<file path="src/rtl/wsc_pkg.sv">
package wsc_pkg;

    localparam int WSC_ADDR_W = 32;
    localparam int WSC_DATA_W = 256;
    localparam int WSC_LANE_W = 32;

    typedef enum logic [1:0] {
        KIND_LOAD   = 2'd0,
        KIND_WIDE   = 2'd1,
        KIND_NARROW = 2'd2,
        KIND_ERR    = 2'd3
    } store_kind_e;

    typedef struct packed {
        store_kind_e kind;
        logic        fault;
    } class_t;

    function automatic int idx_width(input int lanes);
        return (lanes > 1) ? $clog2(lanes) : 1;
    endfunction

endpackage

</file>
<file path="src/rtl/wsc_lane_scan.sv">
module wsc_lane_scan
    import wsc_pkg::*;
#(
    parameter int DATA_W = WSC_DATA_W,
    parameter int LANE_W = WSC_LANE_W,
    localparam int NLANES = DATA_W / LANE_W
) (
    input  logic [DATA_W-1:0] mask,
    output logic [NLANES-1:0] lane_full,
    output logic [NLANES-1:0] lane_empty
);

    for (genvar g = 0; g < NLANES; g++) begin : g_lane
        assign lane_full[g]  = &mask[g*LANE_W +: LANE_W];
        assign lane_empty[g] = ~|mask[g*LANE_W +: LANE_W];
    end

endmodule

</file>
<file path="src/rtl/wsc_kind_decode.sv">
module wsc_kind_decode
    import wsc_pkg::*;
#(
    parameter int NLANES = WSC_DATA_W / WSC_LANE_W,
    localparam int IDX_W = idx_width(NLANES)
) (
    input  logic              is_write,
    input  logic [NLANES-1:0] lane_full,
    input  logic [NLANES-1:0] lane_empty,
    output class_t            cls,
    output logic [IDX_W-1:0]  lane_idx
);

    logic [NLANES-1:0] used;
    logic              single;

    always_comb begin
        used     = ~lane_empty;
        single   = ($countones(used) == 1) && ((used & lane_full) == used);
        lane_idx = '0;
        for (int i = 0; i < NLANES; i++) begin
            if (used[i]) lane_idx = IDX_W'(i);
        end
        if (!is_write) begin
            cls = '{kind: KIND_LOAD, fault: 1'b0};
        end else if (&lane_full) begin
            cls = '{kind: KIND_WIDE, fault: 1'b0};
        end else if (single) begin
            cls = '{kind: KIND_NARROW, fault: 1'b0};
        end else begin
            cls = '{kind: KIND_ERR, fault: 1'b1};
        end
    end

endmodule

</file>
<file path="src/rtl/wsc_result_reg.sv">
module wsc_result_reg
    import wsc_pkg::*;
#(
    parameter int ADDR_W = WSC_ADDR_W,
    parameter int DATA_W = WSC_DATA_W
) (
    input  logic              clk,
    input  logic              rst,
    input  logic              load_en,
    input  class_t            nxt_cls,
    input  logic [ADDR_W-1:0] nxt_addr,
    input  logic [DATA_W-1:0] nxt_data,
    input  logic [DATA_W-1:0] nxt_mask,
    output logic              q_valid,
    output class_t            q_cls,
    output logic [ADDR_W-1:0] q_addr,
    output logic [DATA_W-1:0] q_data,
    output logic [DATA_W-1:0] q_mask
);

    always_ff @(posedge clk) begin
        if (rst || !load_en) begin
            q_valid <= 1'b0;
            q_cls   <= '{kind: KIND_LOAD, fault: 1'b0};
            q_addr  <= '0;
            q_data  <= '0;
            q_mask  <= '0;
        end else begin
            q_valid <= 1'b1;
            q_cls   <= nxt_cls;
            q_addr  <= nxt_addr;
            q_data  <= nxt_data;
            q_mask  <= nxt_mask;
        end
    end

    // an idle cycle presents nothing
    assert_idle_zero_R8: assert property (@(posedge clk) disable iff (rst)
        !q_valid |-> (q_cls.kind == KIND_LOAD && !q_cls.fault &&
                      q_addr == '0 && q_data == '0 && q_mask == '0));

    // fault flag agrees with the error kind
    assert_err_flag_R7: assert property (@(posedge clk) disable iff (rst)
        q_cls.fault == (q_valid && q_cls.kind == KIND_ERR));

endmodule

</file>
<file path="src/rtl/wide_store_classifier.sv">
module wide_store_classifier
    import wsc_pkg::*;
#(
    parameter int ADDR_W = WSC_ADDR_W,
    parameter int DATA_W = WSC_DATA_W,
    parameter int LANE_W = WSC_LANE_W
) (
    input  logic              clk,
    input  logic              rst,
    input  logic              req_valid,
    input  logic              req_write,
    input  logic [ADDR_W-1:0] req_addr,
    input  logic [DATA_W-1:0] req_data,
    input  logic [DATA_W-1:0] req_mask,
    output logic              out_valid,
    output logic [1:0]        out_kind,
    output logic [ADDR_W-1:0] out_addr,
    output logic [DATA_W-1:0] out_data,
    output logic [DATA_W-1:0] out_mask,
    output logic              out_err
);

    localparam int NLANES     = DATA_W / LANE_W;
    localparam int IDX_W      = idx_width(NLANES);
    localparam int OFFS_W     = $clog2(DATA_W / 8);
    localparam int LANE_SHIFT = $clog2(LANE_W / 8);

    logic [NLANES-1:0] lane_full;
    logic [NLANES-1:0] lane_empty;
    logic [IDX_W-1:0]  lane_idx;
    class_t            cls;
    class_t            q_cls;
    logic [LANE_W-1:0] lanes [NLANES];
    logic [ADDR_W-1:0] aligned;
    logic [ADDR_W-1:0] nxt_addr;
    logic [DATA_W-1:0] nxt_data;
    logic [DATA_W-1:0] nxt_mask;

    for (genvar g = 0; g < NLANES; g++) begin : g_split
        assign lanes[g] = req_data[g*LANE_W +: LANE_W];
    end

    assign aligned = {req_addr[ADDR_W-1:OFFS_W], {OFFS_W{1'b0}}};

    wsc_lane_scan #(.DATA_W(DATA_W), .LANE_W(LANE_W)) i_scan (
        .mask       (req_mask),
        .lane_full  (lane_full),
        .lane_empty (lane_empty)
    );

    wsc_kind_decode #(.NLANES(NLANES)) i_decode (
        .is_write   (req_write),
        .lane_full  (lane_full),
        .lane_empty (lane_empty),
        .cls        (cls),
        .lane_idx   (lane_idx)
    );

    always_comb begin
        nxt_addr = aligned;
        nxt_data = req_data;
        nxt_mask = '0;
        unique case (cls.kind)
            KIND_NARROW: begin
                nxt_addr = aligned + (ADDR_W'(lane_idx) << LANE_SHIFT);
                nxt_data = DATA_W'(lanes[lane_idx]);
            end
            KIND_ERR: nxt_mask = req_mask;
            default: ;
        endcase
    end

    wsc_result_reg #(.ADDR_W(ADDR_W), .DATA_W(DATA_W)) i_result (
        .clk      (clk),
        .rst      (rst),
        .load_en  (req_valid),
        .nxt_cls  (cls),
        .nxt_addr (nxt_addr),
        .nxt_data (nxt_data),
        .nxt_mask (nxt_mask),
        .q_valid  (out_valid),
        .q_cls    (q_cls),
        .q_addr   (out_addr),
        .q_data   (out_data),
        .q_mask   (out_mask)
    );

    assign out_kind = q_cls.kind;
    assign out_err  = q_cls.fault;

    // one result per request, one cycle later
    assert_valid_follows_R2: assert property (@(posedge clk) disable iff (rst)
        req_valid |=> out_valid);
    assert_no_spurious_R2: assert property (@(posedge clk) disable iff (rst)
        !req_valid |=> !out_valid);

    // loads become kind 0 at an aligned address
    assert_load_kind_R3: assert property (@(posedge clk) disable iff (rst)
        (req_valid && !req_write) |=>
            (out_kind == KIND_LOAD && out_addr[OFFS_W-1:0] == '0));

    // an all-ones write mask is a wide store
    assert_wide_full_mask_R4: assert property (@(posedge clk) disable iff (rst)
        (req_valid && req_write && (&req_mask)) |=> out_kind == KIND_WIDE);

    // narrow result carries nothing above its lane
    assert_narrow_upper_zero_R5: assert property (@(posedge clk) disable iff (rst)
        (out_valid && out_kind == KIND_NARROW) |->
            (out_data >> LANE_W) == '0 && out_mask == '0);

    // an all-zero write mask is an error
    assert_zero_mask_err_R6: assert property (@(posedge clk) disable iff (rst)
        (req_valid && req_write && req_mask == '0) |=> out_err);

endmodule

</file>
<file path="config.mk">
export PLATFORM = sky130hd
export DESIGN_NAME = wide_store_classifier
export DESIGN_NICKNAME = d
export VERILOG_FILES = /design/src/rtl/wsc_pkg.sv /design/src/rtl/wsc_lane_scan.sv /design/src/rtl/wsc_kind_decode.sv /design/src/rtl/wsc_result_reg.sv /design/src/rtl/wide_store_classifier.sv
export SDC_FILE = /design/constraint.sdc
export NUM_CORES = 1
export LEC_CHECK = 0
export BUFFER_PORTS_ARGS = -buffer_cell sky130_fd_sc_hd__buf_2
export CAP_MARGIN = 25
export CORE_AREA = 4 4 419 421
export DETAILED_ROUTE_END_ITERATION = 6
export DIE_AREA = 0 0 423 425
export HOLD_SLACK_MARGIN = 0.12
export PLACE_DENSITY = 0.36
export SLEW_MARGIN = 40
export SYNTH_ARGS = -nofsm -noshare
export SYNTH_HDL_FRONTEND = slang
export SYNTH_SLANG_ARGS = --single-unit
</file>
<file path="constraint.sdc">
create_clock -name clk -period 10.46 [get_ports clk]
set_input_delay 2.615 -clock clk [delete_from_list [all_inputs] [get_ports clk]]
set_output_delay 2.615 -clock clk [all_outputs]
set_load 0.1 [all_outputs]
</file>
==> results of run 1 <==
==> metal layers <==
| layer | part of all wire | up-vias | global-route usage |
|---|---|---|---|
| li1 | - | 8482 | - |
| met1 | 0.36 | 8571 | 0.1333 |
| met2 | 0.54 | 690 | 0.2470 |
| met3 | 0.062 | 158 | 0.03582 |
| met4 | 0.037 | 8 | 0.05200 |
| met5 | 0.00044 | - | 0 |
==> power breakdown <==
group | total [mW] | internal [mW] | leakage [nW] | switching (mW)
registers | 2.17 | 2.15 | 4.47 | 0.0177
clock network | 2.62 | 1.58 | 1.21 | 1.04
logic | 0.895 | 0.173 | 8.82 | 0.723
total | 5.69 | 3.91 | 14.5 | 1.78
==> flip-flops by register name, summed over array words and instances, names as in the netlist <==
name and count:
i_result.q_data 256, i_result.q_mask 256, i_result.q_addr 30, i_result.q_cls 3, i_result.q_valid 1
==> per-stage QoR <==
stage               utilization  hold WS, ns  worst slack [ns]  cells  area (um^2)
floorplan                     -        2.724             3.343   1785        18360
global placement         0.1552        2.816             1.047   5104        26600
detailed placement       0.1557        2.816             1.340   5106        26670
CTS                      0.1701        2.018             2.103   5236        29160
global route             0.1704        2.077             1.761   5245        29210
finish                   0.1705        2.133             1.960   5252        29220
==> layout make-up <==
type / count / area (um^2)
diodes: 15 / 37.54
inverters: 16 / 65.06
well taps: 2310 / 2890
clock buffers: 103 / 2103
clock inverters: 27 / 380.4
multi-input cells: 1097 / 6933
repair buffers: 1138 / 5883
fillers: 19480 / 142100
flip-flops and latches: 546 / 10930
==> worst max-delay path, delay by kind of cell <==
kind	cells	cell delay, ns
and+or+nand+nor	6	2.22
adders and majority gates	5	1.96
buffers and inverters	7	1.77
AOI/OAI and AO/OA	1	0.22
==> final timing paths <==
check | from | to | slack, ns
hold / removal | req_addr[16] | i_result.q_addr[16]$_SDFF_PN0_ | 2.13
setup / recovery | req_mask[198] | i_result.q_mask[212]$_SDFF_PP0_ | 1.96
==> cell families after synthesis <==
logic type,count (synthesis),share of synthesized area
other cells,1,0.0002043
compound gates,104,0.04697
fa+ha+maj,12,0.009816
mux,32,0.01800
flops,546,0.5955
simple gates,947,0.2960
buf+inv,142,0.03354
==> placed cells by master, fill, tap and decap left out, types with 6 or more instances in the layout <==
cell type  synthesis  final
buf_2             15   1088
dfxtp_1          546    546
and3_1           264    264
and2_1           251    251
nand2_1          163    163
nand4_1           79     79
nor4_1            83     78
clkbuf_16          0     76
nand3_1           67     66
buf_4              4     44
mux2i_1           24     24
clkbuf_1         101     17
nor2_1            17     16
diode_2            0     15
a32oi_1           15     15
o22ai_1           15     15
inv_1             15     14
clkbuf_8           0     11
clkinv_2           0      9
mux2_2             8      8
o221ai_2           8      8
o21ai_1            8      8
a31oi_1            8      8
a221o_1            8      8
ha_1               8      8
a211oi_1          10      7
a211o_1            7      7
bufinv_16          0      7
nor4_2             1      6
==> parameters.txt, run 1 <==
Parameter                              Value

Outcome
  Result of the run ... complete, no violations

Floorplan
  I/O pins ... 1096
  Floorplan core area ... 171400 um^2
  Initial Util ... 0.1071
  Number of rows created at floorplan ... 152
  Die extent in y ... 425 um
  Die Area ... 179800 um^2
  Die X-Extent ... 423 um

STA
  Total count of max-transition violations in the final report ... 0
  RSZ-0062 raised after global routing ... no
  Share of the clock period used by the worst path after layout ... 0.8126
  Time the worst path needs with I/O delays and setup ... 8.500 ns
  Worst slew margin relative to its limit ... 0.4638
  Measured slew at the worst slew-check pin ... 0.8043 ns
  Max Fclk ... 117.6 MHz
  Final TNS setup ... 0 ns
  Hold violation total from the final report ... 0
  Final number of setup-violating endpoints ... 0

Place
  Detailed placement HPWL ... 98550 um
  Global placer's final weighted congestion ... 0.8795
  Port bufs ... 1088

Route
  Antenna-violating nets left ... 0
  TritonRoute pass-1 iters ... 4
  DRC ... 0
  Via Count ... 17910
  Average wire length per cell after detail routing ... 23.25 um
  Total Routed Length ... 122100 um
  Number of violations reported at the end of detailed-routing iteration 0 ... 944
  Via count normalized by instance count ... 3.410

Worst setup path
  Worst-path cell chain ... buf_2, nor4_1, buf_4, nand4_1, or2_2, ha_1, fa_1, inv_1, fa_1, inv_1, ha_1, fa_1, or4b_2, a21oi_1, nand4_1, buf_4, buf_4, clkbuf_8, and3_1
  Critical path fanouts, max ... 129
  Crit path largest cell delay ... 0.61 ns
  Setup CP Type ... input pin to register
  Worst Path Arrival ... 9.04 ns
  Critical Path End Type ... register
  Max stage delay cell, worst path ... or4b_2
  Type of origin of the critical path ... input pin
  Required arrival time at the worst endpoint ... 11.00 ns

CTS
  Post-CTS clock slew at the launch and capture registers of the worst setup and hold paths ... 0.06 ns
  Number of gates given a new drive strength after cts ... 0
  CTS tree ... done
  Number of hold buffers added after CTS ... 0
  Clock sink count ... 546
  Number of CTS-inserted buffers ... 73
  Buffers inserted by post-CTS timing repair ... 0
  CTS root buffer ... clkbuf_16
  H-tree level count ... 3
  Max clock buf depth ... 3

Synth
  Synth Flop Type ... dfxtp_1
  Number of distinct library cell variants in the gate-level netlist after synthesis ... 51
  Summed instance area of the synthesized netlist ... 18360 um^2
  Leading area contributor after synthesis ... dfxtp_1
  Warning count from the yosys run ... 0
  Post-Synthesis Cells ... 1784
  Async S/R FF share, synth ... 0
  Flip-flop and latch count after synthesis ... 546
  Top-count cell post-synth ... dfxtp_1
  Post-synthesis sequential area ratio ... 0.5955
  Commonest cells post-synth ... dfxtp_1 (546), and3_1 (264), and2_1 (251), nand2_1 (163), clkbuf_1 (101)
  Most area-consuming cells after synthesis ... dfxtp_1 (60%), and3_1 (9.0%), and2_1 (8.6%)
  Post-Synthesis Mean Instance Area ... 10.29 um^2
  Count of flip-flops with a built-in enable after synthesis ... 0
  Share of the synthesized area in the top cell type ... 0.5955

Job
  Max Cap Violations ... 0

Global routing
  Number of antenna violations at the first check in global routing ... 35
  Overall global routing resource usage ... 0.1298
  Pin count of the biggest net entering global routing ... 130
  Total gr overflow ... 0
  Number of global-route vias before repair ... 18450
  Global-route wire length before repair ... 159700 um

Power
  Power consumption ... 5.687 mW
  Pwr Density ... 194.6 nW/um^2
  Pleak ... 14.49 nW
  Worst VDD drop ... 0.0001031 V

Cells and area
  Fraction of final layout cells sized beyond drive strength 1 ... 0.4428
  Layout area overhead ... 59.21%
  Total Nets Final ... 3432

Worst hold path
  Type of the tightest min-delay check ... input pin to register
  Number of cells on the worst hold path ... 2
No activity file was read; power rests on OpenSTA's default activity.
==> run 2: changes to the inputs <==
CORE_AREA = 4 4 425 427   (was 4 4 419 421)
DIE_AREA = 0 0 429 431   (was 0 0 423 425)
clock period = 8.9 ns   (was 10.46 ns; I/O delays follow)
==> parameters.txt, run 2 (synthesized netlist as in run 1, its figures left out) <==
Parameter                              Value

Outcome
  Result of the run ... complete, no violations

CTS
  H-tree level count ... 3
  Number of hold buffers added after CTS ... 0
  Number of gates given a new drive strength after cts ... 0
  Post-CTS clock slew at the launch and capture registers of the worst setup and hold paths ... 0.06 ns
  CTS tree ... done
  Max clock buf depth ... 3
  CTS root buffer ... clkbuf_16
  Buffers inserted by post-CTS timing repair ... 0
  Number of CTS-inserted buffers ... 73
  Clock sink count ... 546

Floorplan
  Die Area ... 184900 um^2
  Floorplan core area ... 176100 um^2
  Number of rows created at floorplan ... 154
  Die extent in y ... 431 um
  Die X-Extent ... 429 um
  I/O pins ... 1096
  Initial Util ... 0.1042

STA
  Measured slew at the worst slew-check pin ... 0.8509 ns
  RSZ-0062 raised after global routing ... no
  Time the worst path needs with I/O delays and setup ... 7.418 ns
  Final TNS setup ... 0 ns
  Hold violation total from the final report ... 0
  Max Fclk ... 134.8 MHz
  Final number of setup-violating endpoints ... 0
  Total count of max-transition violations in the final report ... 0
  Worst slew margin relative to its limit ... 0.4327
  Share of the clock period used by the worst path after layout ... 0.8335

Global routing
  Total gr overflow ... 0
  Number of antenna violations at the first check in global routing ... 32
  Global-route wire length before repair ... 159600 um
  Number of global-route vias before repair ... 18550
  Pin count of the biggest net entering global routing ... 163
  Overall global routing resource usage ... 0.1257

Worst hold path
  Number of cells on the worst hold path ... 2
  Endpoint of the worst hold path ... i_result.q_addr[31]$_SDFF_PN0_
  Type of the tightest min-delay check ... input pin to register
  Hold path startpoint ... req_addr[31]

Route
  DRC ... 0
  Antenna-violating nets left ... 0
  Met3 routed WL ... 6676 um
  Total Routed Length ... 121600 um
  Detailed-routed wire length on met2 ... 66180 um
  Met1 wire length ... 43530 um
  TritonRoute pass-1 iters ... 5
  Via count normalized by instance count ... 3.380
  Number of violations reported at the end of detailed-routing iteration 0 ... 854
  Highest metal used ... met5
  Average wire length per cell after detail routing ... 22.99 um
  Via Count ... 17870

Cells and area
  FF+latch area ... 10930 um^2
  Layout area overhead ... 60.29%
  Number of fillers in the final layout ... 20070
  Multi-input logic area ... 6925 um^2
  Leading cell type in the layout, fill and taps excluded ... buf_2
  Final Instance Count excl. Fillers ... 5287
  Commonest cells after routing, fill and taps aside ... buf_2 (1088), dfxtp_1 (546), and3_1 (264)
  Total Nets Final ... 3438
  Largest registers ... i_result.q_data x256, i_result.q_mask x256, i_result.q_addr x30
  Fraction of final layout cells sized beyond drive strength 1 ... 0.4441

Place
  Global placer's final weighted congestion ... 0.8417
  Port bufs ... 1088
  Post-placement cell count ... 5143
  Detailed placement HPWL ... 99040 um

Worst setup path
  Type of origin of the critical path ... input pin
  Required arrival time at the worst endpoint ... 9.52 ns
  Setup CP Type ... input pin to register
  Critical path fanouts, max ... 10
  Critical Path End Type ... register
  Worst Path Arrival ... 8.04 ns

Job
  Max Cap Violations ... 0

Power
  Worst VDD drop ... 0.0001293 V
  Pleak ... 14.59 nW
  Pwr Density ... 226.3 nW/um^2
run 2: metal layers:
layer,GRT usage,up-vias
met5,0,-
met4,0.06046,8
met3,0.03039,163
met2,0.2398,655
met1,0.1274,8566
li1,-,8479
run 2: metrics by stage:
step	hold slack (ns)	instance area (um^2)	power, mW	setup WS, ns	utilization
after floorplan	2.334	18360	3.311	2.173	-
after global placement	2.426	26880	3.669	0.6630	0.1526
after detailed placement	2.429	26920	3.670	0.6848	0.1529
after CTS	1.635	29390	6.811	1.455	0.1669
after global routing	1.688	29400	6.920	1.161	0.1670
final	1.752	29420	6.657	1.482	0.1671
run 2: layout make-up:
cell class | count | share of cell area
Antenna cell | 13 | 0.001106
Clock buffer | 106 | 0.07285
Clock inverter | 25 | 0.01097
Inverter | 16 | 0.002211
Multi-Input combinational cell | 1097 | 0.2354
Sequential cell | 546 | 0.3715
Tap cell | 2340 | 0.09952
Timing Repair Buffer | 1144 | 0.2064
run 2: worst max path at each step:
stage                     slack (ns)                              to           from
after floorplan                 2.17  i_result.q_data[17]$_SDFF_PN0_  req_mask[198]
after global placement          0.66   i_result.q_data[9]$_SDFF_PN0_  req_mask[209]
after detailed placement        0.68   i_result.q_data[9]$_SDFF_PN0_  req_mask[209]
after CTS                       1.46   i_result.q_data[9]$_SDFF_PN0_  req_mask[230]
after global routing            1.16   i_result.q_data[9]$_SDFF_PN0_  req_mask[230]
final                           1.48   i_result.q_data[9]$_SDFF_PN0_  req_mask[198]
run 2: critical path, stage by stage:
cell and delay [ns]:
buf_2 0.16, nor4_1 0.29, buf_4 0.20, nand4_1 0.22, or2_2 0.45, ha_1 0.26, fa_1 0.54, inv_1 0.06
fa_1 0.53, inv_1 0.05, ha_1 0.20, fa_1 0.43, or4b_2 0.61, a21oi_1 0.18, nand4_1 0.25, buf_4 0.31
nor3_4 0.22, buf_4 0.28, a32oi_1 0.26, buf_12 0.22, nand2_1 0.05
run 2: power breakdown:
part	total (mW)	switching (mW)	internal [mW]	leakage [nW]
sequential	2.55	0.0217	2.53	4.47
combinational	1.05	0.848	0.206	8.92
clock	3.05	1.23	1.83	1.21
total	6.66	2.10	4.56	14.6
